<file path="config.mk">
export PLATFORM = sky130hd
export DESIGN_NAME = inorder_retire_buf
export DESIGN_NICKNAME = d
export VERILOG_FILES = /design/src/rtl/irb_pkg.sv /design/src/rtl/irb_ptr_ctrl.sv /design/src/rtl/irb_slot_array.sv /design/src/rtl/irb_tag_map.sv /design/src/rtl/inorder_retire_buf.sv
export SDC_FILE = /design/constraint.sdc
export NUM_CORES = 1
export LEC_CHECK = 0
export BUFFER_PORTS_ARGS = -buffer_cell sky130_fd_sc_hd__buf_2
export CAP_MARGIN = 5
export CORE_MARGIN = 2
export CORE_UTILIZATION = 39
export CTS_BUF_LIST = sky130_fd_sc_hd__clkbuf_4 sky130_fd_sc_hd__clkbuf_8
export DETAILED_ROUTE_END_ITERATION = 10
export PLACE_DENSITY_LB_ADDON = 0.12
export SLEW_MARGIN = 10
export SYNTH_ARGS = -nofsm -noshare
export SYNTH_HDL_FRONTEND = slang
export SYNTH_SLANG_ARGS = --single-unit
</file>
<file path="constraint.sdc">
create_clock -name clk -period 3.9 [get_ports clk]
set_input_delay 0.195 -clock clk [delete_from_list [all_inputs] [get_ports clk]]
set_output_delay 0.195 -clock clk [all_outputs]
set_load 0.005 [all_outputs]
</file>
<file path="src/rtl/irb_pkg.sv">
package irb_pkg;

    typedef enum logic [1:0] {
        KIND_REG    = 2'b00,
        KIND_STORE  = 2'b01,
        KIND_BRANCH = 2'b10,
        KIND_RSVD   = 2'b11
    } kind_e;

    function automatic logic is_reg_kind(input kind_e k);
        return k == KIND_REG;
    endfunction

endpackage

</file>
<file path="src/rtl/irb_ptr_ctrl.sv">
module irb_ptr_ctrl #(
    parameter int DEPTH = 8,
    parameter int TAG_W = $clog2(DEPTH),
    parameter int CNT_W = $clog2(DEPTH + 1)
) (
    input  logic             clk,
    input  logic             rst_n,
    input  logic             alloc,
    input  logic             retire,
    input  logic             flush,
    output logic [TAG_W-1:0] head,
    output logic [TAG_W-1:0] tail,
    output logic [CNT_W-1:0] count
);

    localparam logic [TAG_W-1:0] LAST = TAG_W'(DEPTH - 1);

    typedef struct packed {
        logic [TAG_W-1:0] head;
        logic [TAG_W-1:0] tail;
        logic [CNT_W-1:0] count;
    } ptr_t;

    ptr_t st_d, st_q;

    function automatic logic [TAG_W-1:0] step(input logic [TAG_W-1:0] p);
        return (p == LAST) ? '0 : p + 1'b1;
    endfunction

    always_comb begin
        st_d = st_q;
        if (flush) begin
            // the mispredicted branch at the head retires with the flush
            st_d.head  = step(st_q.head);
            st_d.tail  = step(st_q.head);
            st_d.count = '0;
        end else begin
            if (alloc)  st_d.tail = step(st_q.tail);
            if (retire) st_d.head = step(st_q.head);
            case ({alloc, retire})
                2'b10:   st_d.count = st_q.count + 1'b1;
                2'b01:   st_d.count = st_q.count - 1'b1;
                default: st_d.count = st_q.count;
            endcase
        end
    end

    always_ff @(posedge clk or negedge rst_n) begin
        if (!rst_n) st_q <= '0;
        else        st_q <= st_d;
    end

    assign head  = st_q.head;
    assign tail  = st_q.tail;
    assign count = st_q.count;

endmodule

</file>
<file path="src/rtl/irb_slot_array.sv">
module irb_slot_array #(
    parameter int DEPTH  = 8,
    parameter int TAG_W  = $clog2(DEPTH),
    parameter int REG_W  = 4,
    parameter int ADDR_W = 16,
    parameter int DATA_W = 32
) (
    input  logic                clk,
    input  logic                rst_n,
    input  logic                alloc_en,
    input  logic [TAG_W-1:0]    alloc_tag,
    input  logic [1:0]          alloc_kind,
    input  logic [REG_W-1:0]    alloc_dst,
    input  logic [ADDR_W-1:0]   alloc_addr,
    input  logic                res_valid,
    input  logic [TAG_W-1:0]    res_tag,
    input  logic [DATA_W-1:0]   res_value,
    input  logic                res_mis,
    input  logic                retire_en,
    input  logic                flush,
    input  logic [TAG_W-1:0]    head_tag,
    output logic                head_busy,
    output logic                head_done,
    output logic                head_mis,
    output irb_pkg::kind_e      head_kind,
    output logic [REG_W-1:0]    head_dst,
    output logic [ADDR_W-1:0]   head_addr,
    output logic [DATA_W-1:0]   head_value
);

    typedef struct packed {
        logic [DEPTH-1:0]             busy;
        logic [DEPTH-1:0]             done;
        logic [DEPTH-1:0]             mis;
        logic [DEPTH-1:0][1:0]        kind;
        logic [DEPTH-1:0][REG_W-1:0]  dst;
        logic [DEPTH-1:0][ADDR_W-1:0] addr;
        logic [DEPTH-1:0][DATA_W-1:0] value;
    } slots_t;

    slots_t st_d, st_q;
    logic [DEPTH-1:0] res_hit;

    // one comparator per slot; results to free slots or during flush are dropped
    for (genvar g = 0; g < DEPTH; g++) begin : g_hit
        assign res_hit[g] = res_valid && !flush && st_q.busy[g]
                            && (res_tag == TAG_W'(g));
    end

    always_comb begin
        st_d = st_q;
        for (int i = 0; i < DEPTH; i++) begin
            if (res_hit[i]) begin
                st_d.done[i]  = 1'b1;
                st_d.mis[i]   = res_mis;
                st_d.value[i] = res_value;
            end
        end
        if (retire_en) begin
            st_d.busy[head_tag] = 1'b0;
            st_d.done[head_tag] = 1'b0;
            st_d.mis[head_tag]  = 1'b0;
        end
        if (alloc_en) begin
            st_d.busy[alloc_tag]  = 1'b1;
            st_d.done[alloc_tag]  = 1'b0;
            st_d.mis[alloc_tag]   = 1'b0;
            st_d.kind[alloc_tag]  = alloc_kind;
            st_d.dst[alloc_tag]   = alloc_dst;
            st_d.addr[alloc_tag]  = alloc_addr;
            st_d.value[alloc_tag] = '0;
        end
        if (flush) begin
            st_d.busy = '0;
            st_d.done = '0;
            st_d.mis  = '0;
        end
    end

    always_ff @(posedge clk or negedge rst_n) begin
        if (!rst_n) st_q <= '0;
        else        st_q <= st_d;
    end

    assign head_busy  = st_q.busy[head_tag];
    assign head_done  = st_q.done[head_tag];
    assign head_mis   = st_q.mis[head_tag];
    assign head_kind  = irb_pkg::kind_e'(st_q.kind[head_tag]);
    assign head_dst   = st_q.dst[head_tag];
    assign head_addr  = st_q.addr[head_tag];
    assign head_value = st_q.value[head_tag];

endmodule

</file>
<file path="src/rtl/irb_tag_map.sv">
module irb_tag_map #(
    parameter int REG_W = 4,
    parameter int TAG_W = 3
) (
    input  logic             clk,
    input  logic             rst_n,
    input  logic             alloc_en,
    input  logic [REG_W-1:0] alloc_reg,
    input  logic [TAG_W-1:0] alloc_tag,
    input  logic             commit_en,
    input  logic [REG_W-1:0] commit_reg,
    input  logic [TAG_W-1:0] commit_tag,
    input  logic             flush,
    output logic             commit_match
);

    localparam int NREG = 1 << REG_W;

    typedef struct packed {
        logic [NREG-1:0]            pend;
        logic [NREG-1:0][TAG_W-1:0] tag;
    } map_t;

    map_t st_d, st_q;

    assign commit_match = st_q.pend[commit_reg] && (st_q.tag[commit_reg] == commit_tag);

    always_comb begin
        st_d = st_q;
        if (commit_en && commit_match) st_d.pend[commit_reg] = 1'b0;
        // a new producer of the same register takes precedence over the clear
        if (alloc_en) begin
            st_d.pend[alloc_reg] = 1'b1;
            st_d.tag[alloc_reg]  = alloc_tag;
        end
        if (flush) st_d.pend = '0;
    end

    always_ff @(posedge clk or negedge rst_n) begin
        if (!rst_n) st_q <= '0;
        else        st_q <= st_d;
    end

endmodule

</file>
<file path="src/rtl/inorder_retire_buf.sv">
module inorder_retire_buf #(
    parameter int DEPTH  = 8,
    parameter int REG_W  = 4,
    parameter int ADDR_W = 16,
    parameter int DATA_W = 32,
    localparam int TAG_W = $clog2(DEPTH),
    localparam int CNT_W = $clog2(DEPTH + 1)
) (
    input  logic              clk,
    input  logic              rst_n,
    input  logic              iss_valid,
    input  logic [1:0]        iss_kind,
    input  logic [REG_W-1:0]  iss_dst,
    input  logic [ADDR_W-1:0] iss_addr,
    output logic              iss_ready,
    output logic [TAG_W-1:0]  iss_tag,
    input  logic              res_valid,
    input  logic [TAG_W-1:0]  res_tag,
    input  logic [DATA_W-1:0] res_value,
    input  logic              res_mispredict,
    output logic              rf_we,
    output logic [REG_W-1:0]  rf_idx,
    output logic [DATA_W-1:0] rf_data,
    output logic              st_we,
    output logic [ADDR_W-1:0] st_addr,
    output logic [DATA_W-1:0] st_data,
    output logic              flush,
    output logic [DATA_W-1:0] redirect_pc
);

    import irb_pkg::*;

    logic [TAG_W-1:0]  head_ptr, tail_ptr;
    logic [CNT_W-1:0]  occ_cnt;
    logic              alloc, retire;
    logic              head_busy, head_done, head_mis;
    kind_e             head_kind;
    logic [REG_W-1:0]  head_dst;
    logic [ADDR_W-1:0] head_addr;
    logic [DATA_W-1:0] head_value;
    logic              tag_match;
    logic              alloc_reg_op;

    assign retire       = head_busy && head_done;
    assign flush        = retire && (head_kind == KIND_BRANCH) && head_mis;
    assign iss_ready    = (occ_cnt != CNT_W'(DEPTH)) && !flush;
    assign alloc        = iss_valid && iss_ready;
    assign iss_tag      = tail_ptr;
    assign alloc_reg_op = alloc && is_reg_kind(kind_e'(iss_kind));

    irb_ptr_ctrl #(.DEPTH(DEPTH), .TAG_W(TAG_W), .CNT_W(CNT_W)) u_ptr (
        .clk    (clk),
        .rst_n  (rst_n),
        .alloc  (alloc),
        .retire (retire),
        .flush  (flush),
        .head   (head_ptr),
        .tail   (tail_ptr),
        .count  (occ_cnt)
    );

    irb_slot_array #(
        .DEPTH(DEPTH), .TAG_W(TAG_W), .REG_W(REG_W), .ADDR_W(ADDR_W), .DATA_W(DATA_W)
    ) u_slots (
        .clk        (clk),
        .rst_n      (rst_n),
        .alloc_en   (alloc),
        .alloc_tag  (tail_ptr),
        .alloc_kind (iss_kind),
        .alloc_dst  (iss_dst),
        .alloc_addr (iss_addr),
        .res_valid  (res_valid),
        .res_tag    (res_tag),
        .res_value  (res_value),
        .res_mis    (res_mispredict),
        .retire_en  (retire),
        .flush      (flush),
        .head_tag   (head_ptr),
        .head_busy  (head_busy),
        .head_done  (head_done),
        .head_mis   (head_mis),
        .head_kind  (head_kind),
        .head_dst   (head_dst),
        .head_addr  (head_addr),
        .head_value (head_value)
    );

    irb_tag_map #(.REG_W(REG_W), .TAG_W(TAG_W)) u_map (
        .clk          (clk),
        .rst_n        (rst_n),
        .alloc_en     (alloc_reg_op),
        .alloc_reg    (iss_dst),
        .alloc_tag    (tail_ptr),
        .commit_en    (retire && head_kind == KIND_REG),
        .commit_reg   (head_dst),
        .commit_tag   (head_ptr),
        .flush        (flush),
        .commit_match (tag_match)
    );

    assign rf_we       = retire && (head_kind == KIND_REG) && tag_match;
    assign rf_idx      = head_dst;
    assign rf_data     = head_value;
    assign st_we       = retire && (head_kind == KIND_STORE);
    assign st_addr     = head_addr;
    assign st_data     = head_value;
    assign redirect_pc = head_value;

endmodule

</file>
== Word level (Yosys, flattened, before mapping) ==
Index checks and enable logic that the tools add are counted.
Widths: inputs -> output; s select.

* Word-level logic and storage cells: 209
* Output and inout port bits: 123
* Bits in registers: 530

* Bitwise operators: 13
* Reductions and logical operators: 38
* $add $sub $neg: 4
* $lt $le $gt $ge: 8
* Muxes and demuxes: 76
* Eq/ne operators: 15

{| class="wikitable"
|+ Operators with widths
! kind !! count
|-
| $mux 456 || 1
|-
| $mux 32 || 10
|-
| $and 256x256->256 || 1
|-
| $not 256->256 || 1
|-
| $bwmux 128 || 1
|-
| $bmux 32 s3 || 1
|-
| $demux 32 s3 || 1
|-
| $mux 16 || 4
|-
| $mux 64 || 1
|-
| $bmux 16 s3 || 1
|-
| $bwmux 48 || 1
|-
| $demux 16 s3 || 1
|-
| $mux 24 || 2
|-
| $and 8x8->8 || 5
|-
| $bwmux 32 || 1
|-
| $logic_and 1x1->1 || 31
|-
| $mux 1 || 24
|-
| $eq 3x3->1 const B || 6
|-
| $mux 3 || 6
|-
| $and 16x16->16 || 1
|-
| $bwmux 16 || 1
|-
| $not 16->16 || 1
|-
| $not 8->8 || 2
|-
| $or 16x16->16 || 1
|-
| 33 further kinds || 49
|}

== Longest topological paths before layout ==
* Word-level depth: 15
* Gate-level depth with buffers: 16
* Depth with buffers taken out: 12

== Cells and area by module ==
From an unflattened synthesis, not the netlist that was laid out.

* Cells, all modules: 2301
* Area, all modules: 26636.8 um^2

{| class="wikitable"
|+ Modules (own cells, without submodules)
! module !! area an instance (um^2) !! sequential area each (um^2) !! times used !! cells each
|-
| irb_slot_array || 22170.0 || 11410.9 || 1 || 1902
|-
| irb_tag_map || 3313.2 || 1601.5 || 1 || 268
|-
| irb_ptr_ctrl || 601.8 || 250.2 || 1 || 55
|-
| inorder_retire_buf || 551.8 || 0.0 || 1 || 76
|}

== Worst setup path after synthesis ==
Ideal clock, no wire load.

* Path kind: reg2reg
* From: register u_ptr.st_q, in the netlist u_ptr.head[2]
* To: register u_map.st_q[61] (netlist name)
* Arrival: 3541 ps
* Cell stages (with the launch flop): 11
* Clock period less this slack: 3664 ps
* Path slack: 236 ps
* Required time: 3777 ps
* Cells stage by stage: dfrtp_1 -> buf_4 -> mux4_2 -> mux2i_2 -> mux4_2 -> a22o_1 -> a211o_1 -> xor2_1 -> a311o_1 -> or4_4 -> o221a_1

{| class="wikitable"
|+ RTL lines
! item !! RTL line !! text
|-
| start: declaration || irb_ptr_ctrl.sv:24 || <nowiki>ptr_t st_d, st_q;</nowiki>
|-
| start signal: assignment || irb_ptr_ctrl.sv:50 || <nowiki>else st_q <= st_d;</nowiki>
|-
| end signal: assignment || irb_tag_map.sv:41 || <nowiki>else st_q <= st_d;</nowiki>
|-
| end: declaration || irb_tag_map.sv:24 || <nowiki>map_t st_d, st_q;</nowiki>
|}

== Worst setup path after layout ==
* From: register u_ptr.st_q, in the netlist u_ptr.head[0]
* To: output rf_we

* Cells in the longest elaborated chain, start to end: 7
* Elaborated cells between the ends (all ways): 18
* Those cells by class: 1 x eq/ne; 12 x mux; 5 x reduce/logical

{| class="wikitable"
|+ Ends and longest elaborated chain
! item !! RTL line !! text
|-
| $bmux 4 s3 || irb_slot_array.sv:89 || <nowiki>assign head_dst = st_q.dst[head_tag];</nowiki>
|-
| $mux 4 (implied by the code) || irb_slot_array.sv:89 ||
|-
| $bmux 3 s4 || irb_tag_map.sv:26 || <nowiki>assign commit_match = st_q.pend[commit_reg] && (st_q.tag[commit_reg] == commit_tag);</nowiki>
|-
| $mux 3 (implied by the code) || irb_tag_map.sv:26 ||
|-
| $eq 3x3->1 || irb_tag_map.sv:26 ||
|-
| $logic_and 1x1->1 || irb_tag_map.sv:26 ||
|-
| $logic_and 1x1->1 (*) || inorder_retire_buf.sv:101 || <nowiki>assign rf_we = retire && (head_kind == KIND_REG) && tag_match;</nowiki>
|-
| end: declaration || inorder_retire_buf.sv:21 || <nowiki>output logic rf_we,</nowiki>
|}

Mark *: on every way between the ends. The rest lies on a longest branch, timed or not. The select of a mux whose other input is x is not followed.

==> impl_metrics.csv <==
group,metric,value,unit
sta,slew_violations,0,
sta,max_freq,247,MHz
floorplan,row_count,92,
clocking,clk_latency,0.69,ns
detailed_routing,wire_per_inst,23.9,um
floorplan,core,63100,um2
floorplan,die_w,257,um
floorplan,die_area,65800,um2
clocking,cts_buffers,94,
sta,whs,0.0708,ns
power,cellPowerDensity,870,nW/um2
floorplan,die_h,257,um
sta,hold_viol_final,0,
place,gp_congestion,0.887,
sta,relSlewSlack,10.1,%
finish,mostFrequentLayoutCells,"nand2_1, dfrtp_1, a21oi_1",
run_status,status,"finished, violations left",
sta,tightestPinTransition,1.35,ns
finish,n_fill_cell,6032,
synthesis,synth_top_flop_cell,"dfrtp_1",
synthesis,synth_edf_count,0,
worst_setup_path,worstPathRequired,3.70,ns
finish,layout_commonest_cell,"nand2_1",
synthesis,syn_area,24900,um2
global_route,antenna_found_initial,5,
worst_setup_path,cp_cell_sequence,"mux2i_1 > mux4_2 > mux4_2 > a22o_1 > a211o_1 > xor2_1 > a311o_1 > a2111oi_2 > buf_2",
sta,setup_slack,-0.143,ns
power,vdd_drop_max,0.000400,V
synthesis,async_flop_share,100,%
worst_setup_path,cp_max_fo,7,
synthesis,synth-seq-cells,530,
run,max-cap-violations,0,
worst_setup_path,cp-end-kind,"output pin",
finish,area_delta_synth_final,17.7,%
sta,finalSetupViolCount,1,
worst_setup_path,worstPathArrival,3.85,ns
finish,utilization,46.4,%
global_route,grt_pass1_vias,20400,
sta,rsz0062_at_grt,"true",
global_route,grt_pass1_wl,128000,um
synthesis,synth_cell_types,65,
worst_setup_path,crit_family,"multiplexers",
worst_setup_path,critPathSlowestCell,"mux4_2",
clocking,cts.sink_count,530,
clocking,clk_pin_slew_worst_paths,0.06,ns
worst_setup_path,crit_top_cell,"mux4_2",
finish,nets,2690,
global_route,grtUsageTotal,25.4,%
sta,period_share,104,%
global_route,grt_max_degree,102,
floorplan,start_util,39.4,%
clocking,htree_levels,3,
place,io_buffers,184,
clocking,clockBufferDepth,3,
power,p_leak,0.0129,uW
synthesis,yosys_warnings,0,
detailed_routing,wirelength,84600,um
clocking,cts_root_buffer,"clkbuf_8",
worst_setup_path,start_kind,"flop",
run_status,violations,"setup timing",
detailed_routing,viasPerCell,5.66,
global_route,grt.overflow.total,0,
detailed_routing,vias,20000,
place,dp_hpwl,48600,um
sta,clock_skew,0.0398,ns
synthesis,seq_area_frac_synth,53.3,%
place,pre_cts_slack,0.0705,ns
sta,period_minus_slack,4.04,ns
detailed_routing,drt_first_pass_iters,8,
detailed_routing,ant_nets,0,
synthesis,synth_cells,2469,
synthesis,syn_area_per_cell,10.1,um2
detailed_routing,drt_iter0_drc,1918,
finish,drive_gt1_share,27.3,%
worst_setup_path,critPathKind,"flop to output pin",
clocking,tritoncts,"done",
floorplan,io_pins,185,
worst_setup_path,crit_path_max_incr_delay,0.64,ns
worst_setup_path,cp.buffers_inverters,1,
detailed_routing,route.detailed.drc,0,
synthesis,syn_nets,2538,
worst_hold_path,hold_path_class,"input pin to flop",
## Yosys cell counts, drive strengths merged, types with 4 or more instances
master	number	area (um2)
mux4	10	225
mux2i	31	314
or2	8	50.1
ha	6	75.1
o211ai	4	30.0
a22oi	195	1460
a221oi	7	61.3
o21ai	34	170
o22ai	6	37.5
nand2b	8	50.1
clkbuf	160	606
or4	4	33.8
a21o	6	45.0
and2	10	62.6
or3	6	37.5
a21oi	292	1460
nor3b	4	30.0
dfrtp	530	13300
and3	9	56.3
nor4	6	37.5
mux2	222	2500
nor2b	9	56.3
a31oi	9	56.3
buf	129	867
nor2	35	131
nand2	579	2170
inv	16	60.1
nand3	24	120
nand4	49	307
nor3	14	70.1
a32oi	4	35.0
## stage by stage
step | power (uW) | TNS [ns] | std cells | cell area, um2
after floorplan | 16100 | 0 | 2469 | 24900
after global placement | 19600 | 0 | 3312 | 26700
after detailed placement | 19800 | 0 | 3312 | 26700
after CTS | 25500 | -0.215 | 3529 | 29200
after global routing | 27100 | -0.309 | 3535 | 29300
final | 25500 | -0.143 | 3536 | 29300
## kinds of logic (layout without fill, tap and decap cells)
| kind of cell | Yosys count | in the layout | synth area share, % |
|---|---|---|---|
| multiplexers | 263 | 263 | 12.2 |
| buffers and inverters | 307 | 522 | 6.19 |
| AO/OA/AOI/OAI | 582 | 582 | 14.4 |
| other | 0 | 4 | 0 |
| AND/OR/NAND/NOR | 777 | 779 | 13.4 |
| XOR/XNOR | 3 | 3 | 0.106 |
| adder cells (fa/ha/maj) | 7 | 7 | 0.382 |
| flip-flops | 530 | 530 | 53.3 |
## power by group
part,internal [uW],switching [uW],total [uW]
Sequential,8020,1470,9500
Combinational,4580,5920,10500
Clock,3130,2360,5490
## layout make-up
class / instances / area (um2) / area share (%)
diodes: 4 / 10.0 / 0.0342
clock buffers: 148 / 1890 / 6.47
clock inverters: 13 / 103 / 0.351
inverters: 18 / 71.3 / 0.244
multi-input cells: 1634 / 10200 / 34.9
flip-flops and latches: 530 / 13300 / 45.3
well taps: 846 / 1060 / 3.62
repair buffers: 343 / 2640 / 9.03
## worst min-delay path: stages
cell     delay [ns]
buf_2          0.22
nand3_1        0.15
mux2_2         0.15
## final timing paths
check	from	to	slack [ns]	depth (start not counted)
max	u_ptr.head[0]	rf_we	-0.14	9
min	iss_dst[2]	flop	0.07	3
max reg2reg	u_ptr.head[0]	u_slots.st_q[434]	0.13	14
min reg2reg	flop	flop	0.48	2
max in group asynchronous	rst_n	u_slots.st_q[54]	2.60	3
min in group asynchronous	rst_n	async pin	0.21	2
## metal layers
layer / global-route usage [%] / share of wire [%] / vias up / wire length [um]
met1: 34.9 / 44 / 10200 / 36800
met2: 40.4 / 47 / 780 / 39500
met5: 0 / 0.032 / - / 27
met4: 8.27 / 2.4 / 4 / 2040
met3: 4.90 / 7.4 / 132 / 6240
li1: - / - / 8889 / -
## what timing repair did
action / in CTS / in global routing
endpoints found under the setup margin: 1 / 41
gates resized for setup: 7 / 1
endpoints found under the hold margin: 511 / 0
pin swaps: 0 / 3
cloned: 0 / 2
setup buffers: 2 / 1
hold buffers: 54 / 0
Power figures use the tool's default switching activity.
